### config.mk
export PLATFORM = sky130hd
export DESIGN_NAME = serial_audio_rx
export DESIGN_NICKNAME = d
export VERILOG_FILES = /design/src/rtl/sarx_pkg.sv /design/src/rtl/sarx_sync.sv /design/src/rtl/sarx_framer.sv /design/src/rtl/sarx_outsel.sv /design/src/rtl/serial_audio_rx.sv
export SDC_FILE = /design/constraint.sdc
export NUM_CORES = 1
export LEC_CHECK = 0
export ABC_AREA = 1
export ABC_CLOCK_PERIOD_IN_PS = 6910
export BUFFER_PORTS_ARGS = -buffer_cell sky130_fd_sc_hd__buf_2
export CAP_MARGIN = 20
export CELL_PAD_IN_SITES_DETAIL_PLACEMENT = 1
export CELL_PAD_IN_SITES_GLOBAL_PLACEMENT = 1
export CORE_AREA = 2 2 99 101
export DETAILED_ROUTE_END_ITERATION = 6
export DIE_AREA = 0 0 101 103
export PLACE_DENSITY = 0.82
export SYNTH_ARGS = -nofsm -noshare
export SYNTH_HDL_FRONTEND = slang
export SYNTH_HIERARCHICAL = 1
export SYNTH_SLANG_ARGS = --single-unit
### constraint.sdc
create_clock -name clk_i -period 6.91 [get_ports clk_i]
set_clock_uncertainty 0.1 [all_clocks]
set_input_delay 2.073 -clock clk_i [delete_from_list [all_inputs] [get_ports clk_i]]
set_output_delay 2.073 -clock clk_i [all_outputs]
set_load 0.03 [all_outputs]
### src/rtl/sarx_pkg.sv
package sarx_pkg;

    localparam int SARX_SLOT_BITS   = 32;
    localparam int SARX_DATA_BITS   = 24;
    localparam int SARX_OUT_BITS    = 32;
    localparam int SARX_SYNC_STAGES = 2;

    // Frame format selector
    typedef enum logic {
        FMT_I2S   = 1'b0,
        FMT_LEFTJ = 1'b1
    } sarx_fmt_e;

endpackage

### src/rtl/sarx_sync.sv
// Multi-stage synchroniser for a bundle of slow asynchronous lines.
// All lines see the same latency, so their relative timing is kept.
module sarx_sync #(
    parameter int WIDTH  = 3,
    parameter int STAGES = 2
) (
    input  logic             clk_i,
    input  logic             rst_ni,
    input  logic [WIDTH-1:0] async_i,
    output logic [WIDTH-1:0] sync_o
);

    logic [STAGES-1:0][WIDTH-1:0] pipe_q;
    logic [STAGES-1:0][WIDTH-1:0] pipe_d;

    // Each stage takes the value of the stage before it; stage 0 takes the raw lines.
    generate
        for (genvar s = 0; s < STAGES; s++) begin : g_stage
            if (s == 0) begin : g_first
                assign pipe_d[s] = async_i;
            end else begin : g_next
                assign pipe_d[s] = pipe_q[s-1];
            end
        end
    endgenerate

    always_ff @(posedge clk_i) begin
        if (!rst_ni) begin
            pipe_q <= '0;
        end else begin
            pipe_q <= pipe_d;
        end
    end

    assign sync_o = pipe_q[STAGES-1];

endmodule

### src/rtl/sarx_framer.sv
// Frame-start detection, slot/bit counting and sample assembly.
// Works on the synchronised lines. A bit is taken on each detected rising edge of the bit clock.
module sarx_framer
    import sarx_pkg::*;
#(
    parameter int SLOT_BITS = SARX_SLOT_BITS,
    parameter int DATA_BITS = SARX_DATA_BITS
) (
    input  logic                 clk_i,
    input  logic                 rst_ni,
    input  logic                 bclk_s_i,
    input  logic                 ws_s_i,
    input  logic                 sd_s_i,
    input  sarx_fmt_e            fmt_i,
    input  logic                 ws_inv_i,
    output logic                 evt_hit_o,
    output logic                 evt_chan_o,
    output logic [DATA_BITS-1:0] evt_smp_o
);

    localparam int FRAME_BITS = 2 * SLOT_BITS;
    localparam int CNT_W      = $clog2(FRAME_BITS);
    localparam int SB_W       = $clog2(SLOT_BITS);
    localparam logic [SB_W-1:0]  LAST_POS = SB_W'(DATA_BITS - 1);
    localparam logic [CNT_W-1:0] ONE_CNT  = CNT_W'(1);

    typedef struct packed {
        logic                 bclk_prev;
        logic                 ws_prev;     // raw word-select at the previous bit-clock rise
        logic                 prev_ok;     // ws_prev holds a real sample
        logic                 armed;       // a frame start has been seen
        logic [CNT_W-1:0]     cnt;         // position of the next bit within the frame
        logic [DATA_BITS-1:0] shreg;
        logic                 fmt_q;
        logic                 inv_q;
        logic                 evt_hit;
        logic                 evt_chan;
        logic [DATA_BITS-1:0] evt_smp;
    } fr_state_t;

    fr_state_t st_d, st_q;

    logic             lj_mode;
    logic             cfg_chg;
    logic             bclk_rise;
    logic             ws_cur_e;
    logic             ws_prev_e;
    logic             frame_start;
    logic             take_bit;
    logic [CNT_W-1:0] pos;
    logic [SB_W-1:0]  slot_pos;

    always_comb begin
        lj_mode   = (fmt_i == FMT_LEFTJ);
        cfg_chg   = (lj_mode != st_q.fmt_q) || (ws_inv_i != st_q.inv_q);
        bclk_rise = bclk_s_i & ~st_q.bclk_prev;
        ws_cur_e  = ws_s_i ^ ws_inv_i;
        ws_prev_e = st_q.ws_prev ^ ws_inv_i;

        // Left-justified frames start on a rising edge, I2S frames on a falling edge.
        if (lj_mode) begin
            frame_start = bclk_rise & st_q.prev_ok & ws_cur_e & ~ws_prev_e;
        end else begin
            frame_start = bclk_rise & st_q.prev_ok & ~ws_cur_e & ws_prev_e;
        end

        // Left-justified takes bit 0 on the start edge itself; I2S waits one bit clock.
        take_bit = bclk_rise & (frame_start ? lj_mode : st_q.armed);
        pos      = frame_start ? '0 : st_q.cnt;
        slot_pos = pos[SB_W-1:0];

        st_d           = st_q;
        st_d.evt_hit   = 1'b0;
        st_d.bclk_prev = bclk_s_i;
        st_d.fmt_q     = lj_mode;
        st_d.inv_q     = ws_inv_i;

        if (bclk_rise) begin
            st_d.ws_prev = ws_s_i;
            st_d.prev_ok = 1'b1;
        end

        if (frame_start) begin
            st_d.armed = 1'b1;
            st_d.cnt   = '0;
        end

        if (take_bit) begin
            st_d.cnt = pos + ONE_CNT;
            if (slot_pos <= LAST_POS) begin
                st_d.shreg = {st_q.shreg[DATA_BITS-2:0], sd_s_i};
            end
            if (slot_pos == LAST_POS) begin
                st_d.evt_hit  = 1'b1;
                st_d.evt_chan = pos[CNT_W-1];
                st_d.evt_smp  = {st_q.shreg[DATA_BITS-2:0], sd_s_i};
            end
        end

        // A format or polarity change drops the current frame.
        if (cfg_chg) begin
            st_d.armed   = 1'b0;
            st_d.evt_hit = 1'b0;
        end
    end

    always_ff @(posedge clk_i) begin
        if (!rst_ni) begin
            st_q <= '0;
        end else begin
            st_q <= st_d;
        end
    end

    assign evt_hit_o  = st_q.evt_hit;
    assign evt_chan_o = st_q.evt_chan;
    assign evt_smp_o  = st_q.evt_smp;

endmodule

### src/rtl/sarx_outsel.sv
// Channel filter (stereo or one chosen channel) and sign-extending output register.
module sarx_outsel #(
    parameter int DATA_BITS = 24,
    parameter int OUT_BITS  = 32
) (
    input  logic                 clk_i,
    input  logic                 rst_ni,
    input  logic                 evt_hit_i,
    input  logic                 evt_chan_i,
    input  logic [DATA_BITS-1:0] evt_smp_i,
    input  logic                 mono_en_i,
    input  logic                 mono_sel_i,
    output logic                 valid_o,
    output logic                 chan_o,
    output logic [OUT_BITS-1:0]  data_o
);

    localparam int EXT_BITS = OUT_BITS - DATA_BITS;

    typedef struct packed {
        logic                valid;
        logic                chan;
        logic [OUT_BITS-1:0] data;
    } os_state_t;

    os_state_t os_d, os_q;
    logic      keep;

    always_comb begin
        keep       = evt_hit_i & (~mono_en_i | (evt_chan_i == mono_sel_i));
        os_d       = os_q;
        os_d.valid = keep;
        if (keep) begin
            os_d.chan = evt_chan_i;
            os_d.data = {{EXT_BITS{evt_smp_i[DATA_BITS-1]}}, evt_smp_i};
        end
    end

    always_ff @(posedge clk_i) begin
        if (!rst_ni) begin
            os_q <= '0;
        end else begin
            os_q <= os_d;
        end
    end

    assign valid_o = os_q.valid;
    assign chan_o  = os_q.chan;
    assign data_o  = os_q.data;

endmodule

### src/rtl/serial_audio_rx.sv
module serial_audio_rx
    import sarx_pkg::*;
#(
    parameter int SLOT_BITS   = SARX_SLOT_BITS,
    parameter int DATA_BITS   = SARX_DATA_BITS,
    parameter int OUT_BITS    = SARX_OUT_BITS,
    parameter int SYNC_STAGES = SARX_SYNC_STAGES
) (
    input  logic                clk_i,
    input  logic                rst_ni,
    input  logic                bclk_i,
    input  logic                ws_i,
    input  logic                sd_i,
    input  logic                fmt_lj_i,
    input  logic                ws_inv_i,
    input  logic                mono_en_i,
    input  logic                mono_sel_i,
    output logic                smp_valid_o,
    output logic                smp_chan_o,
    output logic [OUT_BITS-1:0] smp_data_o
);

    logic [2:0]           line_s;
    logic                 evt_hit;
    logic                 evt_chan;
    logic [DATA_BITS-1:0] evt_smp;
    sarx_fmt_e            fmt;

    assign fmt = sarx_fmt_e'(fmt_lj_i);

    sarx_sync #(
        .WIDTH  (3),
        .STAGES (SYNC_STAGES)
    ) u_sync (
        .clk_i   (clk_i),
        .rst_ni  (rst_ni),
        .async_i ({bclk_i, ws_i, sd_i}),
        .sync_o  (line_s)
    );

    sarx_framer #(
        .SLOT_BITS (SLOT_BITS),
        .DATA_BITS (DATA_BITS)
    ) u_framer (
        .clk_i      (clk_i),
        .rst_ni     (rst_ni),
        .bclk_s_i   (line_s[2]),
        .ws_s_i     (line_s[1]),
        .sd_s_i     (line_s[0]),
        .fmt_i      (fmt),
        .ws_inv_i   (ws_inv_i),
        .evt_hit_o  (evt_hit),
        .evt_chan_o (evt_chan),
        .evt_smp_o  (evt_smp)
    );

    sarx_outsel #(
        .DATA_BITS (DATA_BITS),
        .OUT_BITS  (OUT_BITS)
    ) u_outsel (
        .clk_i      (clk_i),
        .rst_ni     (rst_ni),
        .evt_hit_i  (evt_hit),
        .evt_chan_i (evt_chan),
        .evt_smp_i  (evt_smp),
        .mono_en_i  (mono_en_i),
        .mono_sel_i (mono_sel_i),
        .valid_o    (smp_valid_o),
        .chan_o     (smp_chan_o),
        .data_o     (smp_data_o)
    );

endmodule

==> impl_metrics.yaml, run 1 <==
timing:
  finalSetupViolCount: 0
  worst_slew_pin_slew_ns: 0.780
  fin_crit_ns: 3.84
  finalMaxSlewViolations: 0
  hold_viol: 0
  rsz0062_at_grt: "no"
  maxSlewHeadroom: 0.480
  final.period_utilization: 0.555
  finalSetupTns_ns: 0
  fmax_ghz: 0.261
  finalWorstSetupSlack_ns: 3.07
routing:
  postRouteAntennaNets: 0
  wl_per_cell_um: 12.0
  drtIter0Drc: 119
  drc: 0
  dr.pass1.iters: 4
  drt-total-wl_um: 8260
  vias_per_cell: 4.81
  via_count: 3317
clock_network:
  cts_tree: "done"
  cts_buffers: 9
  cts_hold_buf: 0
  cts.repair.resized: 0
  clockBufferDepth: 2
  clkLatencyLatePin_ns: 0.36
  post_cts_buffers: 0
  cts-root-buf: "clkbuf_8"
  cts.sinks: 93
  clk_pin_slew_ns: 0.08
  h-tree-depth: 3
die:
  initial_utilization: 0.447
  coreArea_mm2: 0.00946
  die_w_um: 101
  fp.dieArea_mm2: 0.0104
  fp-row-count: 36
  die_y_um: 103
  io_pins: 43
synthesis:
  synth_seq_cells: 93
  syn_nets: 591
  synth_top_area_share: 0.440
  ys_types: 29
  yosys.area.top_type: "dfxtp_1"
  synth.area.top_cells: "dfxtp_1, nor2_1, inv_1"
  synth_cells: 581
  yosys_warnings: 6
  async_reset_ff_frac: 0
  synth_edf_count: 0
  netlist_area_mm2: 0.00423
  synthTopCellsByCount: "nor2_1, dfxtp_1, inv_1"
  ys.flop_type: "dfxtp_1"
  ys_seq_area_frac: 0.440
  avgSynthCellArea_um2: 7.28
  post-synth-top-count-cell: "nor2_1"
power_and_ir_drop:
  vdd.ir_drop.worst_mv: 0.105
  p_leak_nw: 1.90
  p_per_area_mw_per_mm2: 216
run_status:
  status: "finished, final reports clean"
grt:
  grt_usage: 0.168
  overflow: 0
  grt_pass1_vias: 3142
  grt_max_degree: 52
  grt_pass1_wl_um: 14000
  antenna_found_initial: 0
placement:
  gp_congestion: 0.718
  dp_hpwl_um: 5670
  place.port_buffers: 42
  dp_slack_ns: 2.69
worst_setup_path:
  arrival_ns: 3.98
  critPathLaunchType: "input pin"
  end_kind: "register"
  path_max_fanout: 46
  required_ns: 7.06
  path_class: "input pin to register"
flow_run:
  drv_cap: 0
cells_and_area:
  layout-drive-gt1-share: 0.144
  fin_nets: 581
  area_growth_pct: 2.16
  diodes: 0
min_path:
  hp-class: "register to register"
## path summary, 6_finish.rpt
path	startpoint	to	slack, ns	depth (start not counted)
worst max-delay path	ws_inv_i	u_framer/st_q[32]$_SDFFE_PN0P_	3.07	15
worst min-delay path	u_sync/pipe_d[5]$_SDFF_PN0_	u_sync/sync_o[2]$_SDFF_PN0_	0.32	2
worst max register to register	u_sync/sync_o[2]$_SDFF_PN0_	u_framer/st_q[32]$_SDFFE_PN0P_	4.53	12
worst min register to register	u_sync/pipe_d[5]$_SDFF_PN0_	u_sync/sync_o[2]$_SDFF_PN0_	0.32	2
## stage by stage
step	instances	hold WS (ns)	power, W	cell area (um^2)	utilization
5_1_grt	689	0.345	0.000974	4320	0.457
2_1_floorplan	581	0.290	0.000582	4230	-
4_1_cts	689	0.328	0.000949	4320	0.457
3_5_place_dp	674	0.305	0.000589	4130	0.437
3_3_place_gp	674	0.298	0.000588	4130	0.437
6_report	689	0.323	0.000931	4320	0.457
## cells by family (layout without fill, tap and decap cells)
family                   count (synthesis)  in the layout  synth area share
AND/OR/NAND/NOR                        259            259             0.275
buffers and inverters                  145            139             0.182
flip-flops                              93             93             0.440
AO/OA/AOI/OAI                           83             83             0.100
adder cells (fa/ha/maj)                  1              1           0.00296
## layout by cell type (no fill, tap or decap), types with 2 or more instances in the layout
cell / synthesis / final
nor2_1: 112 / 112
dfxtp_1: 93 / 93
inv_1: 74 / 74
nand2_1: 72 / 72
nand3_1: 52 / 52
a21oi_1: 51 / 51
buf_2: 10 / 42
o21ai_0: 19 / 19
clkbuf_8: 0 / 10
o21ai_1: 10 / 10
nand2_2: 7 / 7
inv_2: 5 / 5
nand2_4: 4 / 4
clkinv_2: 0 / 2
buf_4: 36 / 2
nand3_2: 2 / 2
nor2_2: 2 / 2
nand3_4: 2 / 2
nor3_1: 2 / 2
## final cells by class
cell class                 instances  area, um^2
clock inverter                     4        48.8
fill                            1233        5140
inverter                          80         303
sequential                        93        1860
clock buffer                      11         141
multi-input combinational        343        1600
tap                              114         143
timing repair buffer              44         225
## flip-flops by register name (all words and copies together) (netlist names)
name                 cells
u_framer/st_q           35
u_framer/evt_smp_o      24
u_outsel/data_o         24
u_sync/pipe_d            3
u_sync/sync_o            3
u_framer/evt_chan_o      1
u_framer/evt_hit_o       1
u_outsel/chan_o          1
u_outsel/valid_o         1
## per-layer routing
layer,global-route usage,part of all wire,up-vias
met2,0.283,0.46,47
met3,0.0414,0.033,8
met5,0,0,-
li1,-,-,1740
met4,0.0624,0.011,0
met1,0.211,0.50,1522
## critical path: stages
cell and delay [ns]:
buf_2 0.12, inv_2 0.05, nand2_1 0.07, nand2_2 0.07, nor2_2 0.13, nand2_4 0.08
nand2_4 0.11, inv_2 0.06, nand2_1 0.09, inv_1 0.06, ha_1 0.22, nand3_2 0.10
nand3_4 0.38, a21oi_1 0.28, nor2_1 0.06
## where the power goes
part	leakage (nW)	switching (W)	internal, W	total [W]
Combinational	1.05	0.0000251	0.0000109	0.0000360
Clock	0.0992	0.000181	0.000175	0.000356
Sequential	0.751	0.00000144	0.000538	0.000540
Power figures use the tool's default switching activity.
==> run 2, diff against run 1 <==
--- a/config.mk
+++ b/config.mk
@@ -6,15 +6,15 @@
 export NUM_CORES = 1
 export LEC_CHECK = 0
 export ABC_AREA = 1
-export ABC_CLOCK_PERIOD_IN_PS = 6910
+export ABC_CLOCK_PERIOD_IN_PS = 3450
 export BUFFER_PORTS_ARGS = -buffer_cell sky130_fd_sc_hd__buf_2
 export CAP_MARGIN = 20
 export CELL_PAD_IN_SITES_DETAIL_PLACEMENT = 1
 export CELL_PAD_IN_SITES_GLOBAL_PLACEMENT = 1
-export CORE_AREA = 2 2 99 101
+export CORE_AREA = 2 2 109 111
 export DETAILED_ROUTE_END_ITERATION = 6
-export DIE_AREA = 0 0 101 103
-export PLACE_DENSITY = 0.82
+export DIE_AREA = 0 0 111 113
+export PLACE_DENSITY = 0.72
 export SYNTH_ARGS = -nofsm -noshare
 export SYNTH_HDL_FRONTEND = slang
 export SYNTH_HIERARCHICAL = 1
==> constraint.sdc (replaced) <==
create_clock -name clk_i -period 3.45 [get_ports clk_i]
set_clock_uncertainty 0.1 [all_clocks]
set_input_delay 1.035 -clock clk_i [delete_from_list [all_inputs] [get_ports clk_i]]
set_output_delay 1.035 -clock clk_i [all_outputs]
set_load 0.03 [all_outputs]
==> impl_metrics.yaml, run 2 (synthesis gave the netlist of run 1 again) <==
min_path:
  hp-class: "register to register"
  min_path_cells: 2
  min_to: "u_sync/sync_o[0]$_SDFF_PN0_"
  min_from: "u_sync/pipe_d[3]$_SDFF_PN0_"
timing:
  hold_viol: 0
  final.period_utilization: 0.812
  finalMaxSlewViolations: 0
  finalSetupViolCount: 0
  finalSetupTns_ns: 0
  fmax_ghz: 0.357
  worst_slew_pin_slew_ns: 0.557
  rsz0062_at_grt: "no"
  finalWorstSetupSlack_ns: 0.647
  maxSlewHeadroom: 0.628
  fin_crit_ns: 2.80
worst_setup_path:
  required_ns: 3.58
  r2r-end: "u_framer/st_q[49]$_SDFFE_PN0P_"
  end_kind: "register"
  worstRegToRegCells: 12
  path_max_fanout: 46
  reg2reg_slack_ns: 1.09
  arrival_ns: 2.94
  path_class: "input pin to register"
  worstReg2RegStart: "u_sync/sync_o[2]$_SDFF_PN0_"
  critPathLaunchType: "input pin"
cells_and_area:
  layout-drive-gt1-share: 0.146
  final_common_cell: "nor2_1"
  mostFrequentLayoutCells: "nor2_1, dfxtp_1, inv_1"
  largest-register: "u_framer/st_q"
  fin_nets: 583
  diodes: 0
  final_area_mm2: 0.00448
  largest_reg_flops: 35
  fill_cells: 1414
  area_growth_pct: 5.86
power_and_ir_drop:
  p_per_area_mw_per_mm2: 473
  power.share.switching: 0.216
  pwr-share-comb: 0.035
  power.total_w: 0.00212
  vdd.ir_drop.worst_mv: 0.214
  switching_power_w: 0.000457
  p_int_w: 0.00166
  pwr-share-seq: 0.512
  p_clk_frac: 0.453
  p_leak_nw: 1.95
routing:
  drtIter0Drc: 215
  wl_per_cell_um: 11.8
  vias_per_cell: 4.59
  postRouteAntennaNets: 0
  drc: 0
  dr.pass1.iters: 4
  drt-total-wl_um: 8530
  via_count: 3308
grt:
  antenna_found_initial: 0
  use_met1: 0.176
  overflow: 0
  grt_pass1_wl_um: 14800
  gr-usage-met2: 0.237
  grt_util_met3: 0.0391
  grt_usage: 0.145
  grt-busiest-layer: "met2"
  grt_max_degree: 52
  grt_pass1_vias: 3266
clock_network:
  cts-root-buf: "clkbuf_16"
  h-tree-depth: 3
  cts_hold_buf: 0
  cts.repair.resized: 0
  cts_buffers: 9
  cts_tree: "done"
  cts.sinks: 93
  clockBufferDepth: 2
  clk_pin_slew_ns: 0.06
  clkLatencyLatePin_ns: 0.35
  post_cts_buffers: 0
die:
  initial_utilization: 0.375
  die_y_um: 113
  fp.dieArea_mm2: 0.0125
  die_w_um: 111
  fp-row-count: 39
  io_pins: 43
  coreArea_mm2: 0.0113
placement:
  place.port_buffers: 42
  dp_hpwl_um: 5650
  dpl_cell_area_mm2: 0.00419
  dp_slack_ns: 0.291
  gp_congestion: 0.728
run_status:
  status: "finished, final reports clean"
flow_run:
  drv_cap: 0
## run 2: cell count changes in the layout (fill, tap and decap cells not counted), sizes merged
cell,previous run,this run
buf,44,46
clkinv,3,1
clkinvlp,0,2
## run 2: area by class of cell
class	instances	area, um^2	area share
sequential	93	1860	0.416
timing repair buffer	46	253	0.0565
tap	143	179	0.0400
clock buffer	11	233	0.0520
multi-input combinational	343	1600	0.357
inverter	80	303	0.0676
clock inverter	4	50.0	0.0112
## run 2: per-layer routing
layer / wire (um) / up-vias
met5: 0 / -
met1: 4250 / 1502
met3: 328 / 13
met2: 3750 / 49
li1: - / 1744
met4: 197 / 0
## run 2: power by group through the flow
stage | Combinational (W) | Clock (W) | Sequential (W)
final | 0.0000740 | 0.000959 | 0.00108
after global routing | 0.0000858 | 0.00105 | 0.00108
after CTS | 0.0000754 | 0.000998 | 0.00108
after detailed placement | 0.0000752 | 0 | 0.00111
after global placement | 0.0000726 | 0 | 0.00111
after floorplan | 0.0000595 | 0 | 0.00111
## run 2: how the worst max path moves through the flow
stage          startpoint                                 end  depth (start not counted)
2_1_floorplan    ws_inv_i  u_framer/evt_smp_o[0]$_SDFFE_PN0P_                         16
5_1_grt          ws_inv_i      u_framer/st_q[37]$_SDFFE_PN0P_                         15
3_5_place_dp     ws_inv_i      u_framer/st_q[49]$_SDFFE_PN0P_                         15
3_3_place_gp     ws_inv_i      u_framer/st_q[38]$_SDFFE_PN0P_                         15
6_report         ws_inv_i      u_framer/st_q[49]$_SDFFE_PN0P_                         15
4_1_cts          ws_inv_i      u_framer/st_q[49]$_SDFFE_PN0P_                         15
## run 2: worst max-delay path, stage by stage
cell and delay [ns]:
buf_2 0.12, inv_2 0.05, nand2_1 0.06, nand2_2 0.06
nor2_2 0.12, nand2_4 0.08, nand2_4 0.11, inv_2 0.06
nand2_1 0.09, inv_1 0.05, ha_1 0.22, nand3_2 0.11
nand3_4 0.38, a21oi_1 0.32, nor2_1 0.07
## run 2: through the flow
stage | util | cells | hold WS [ns]
after floorplan | - | 581 | 0.290
after global placement | 0.372 | 705 | 0.295
after detailed placement | 0.372 | 705 | 0.301
after CTS | 0.397 | 720 | 0.316
after global routing | 0.397 | 720 | 0.337
final | 0.397 | 720 | 0.313
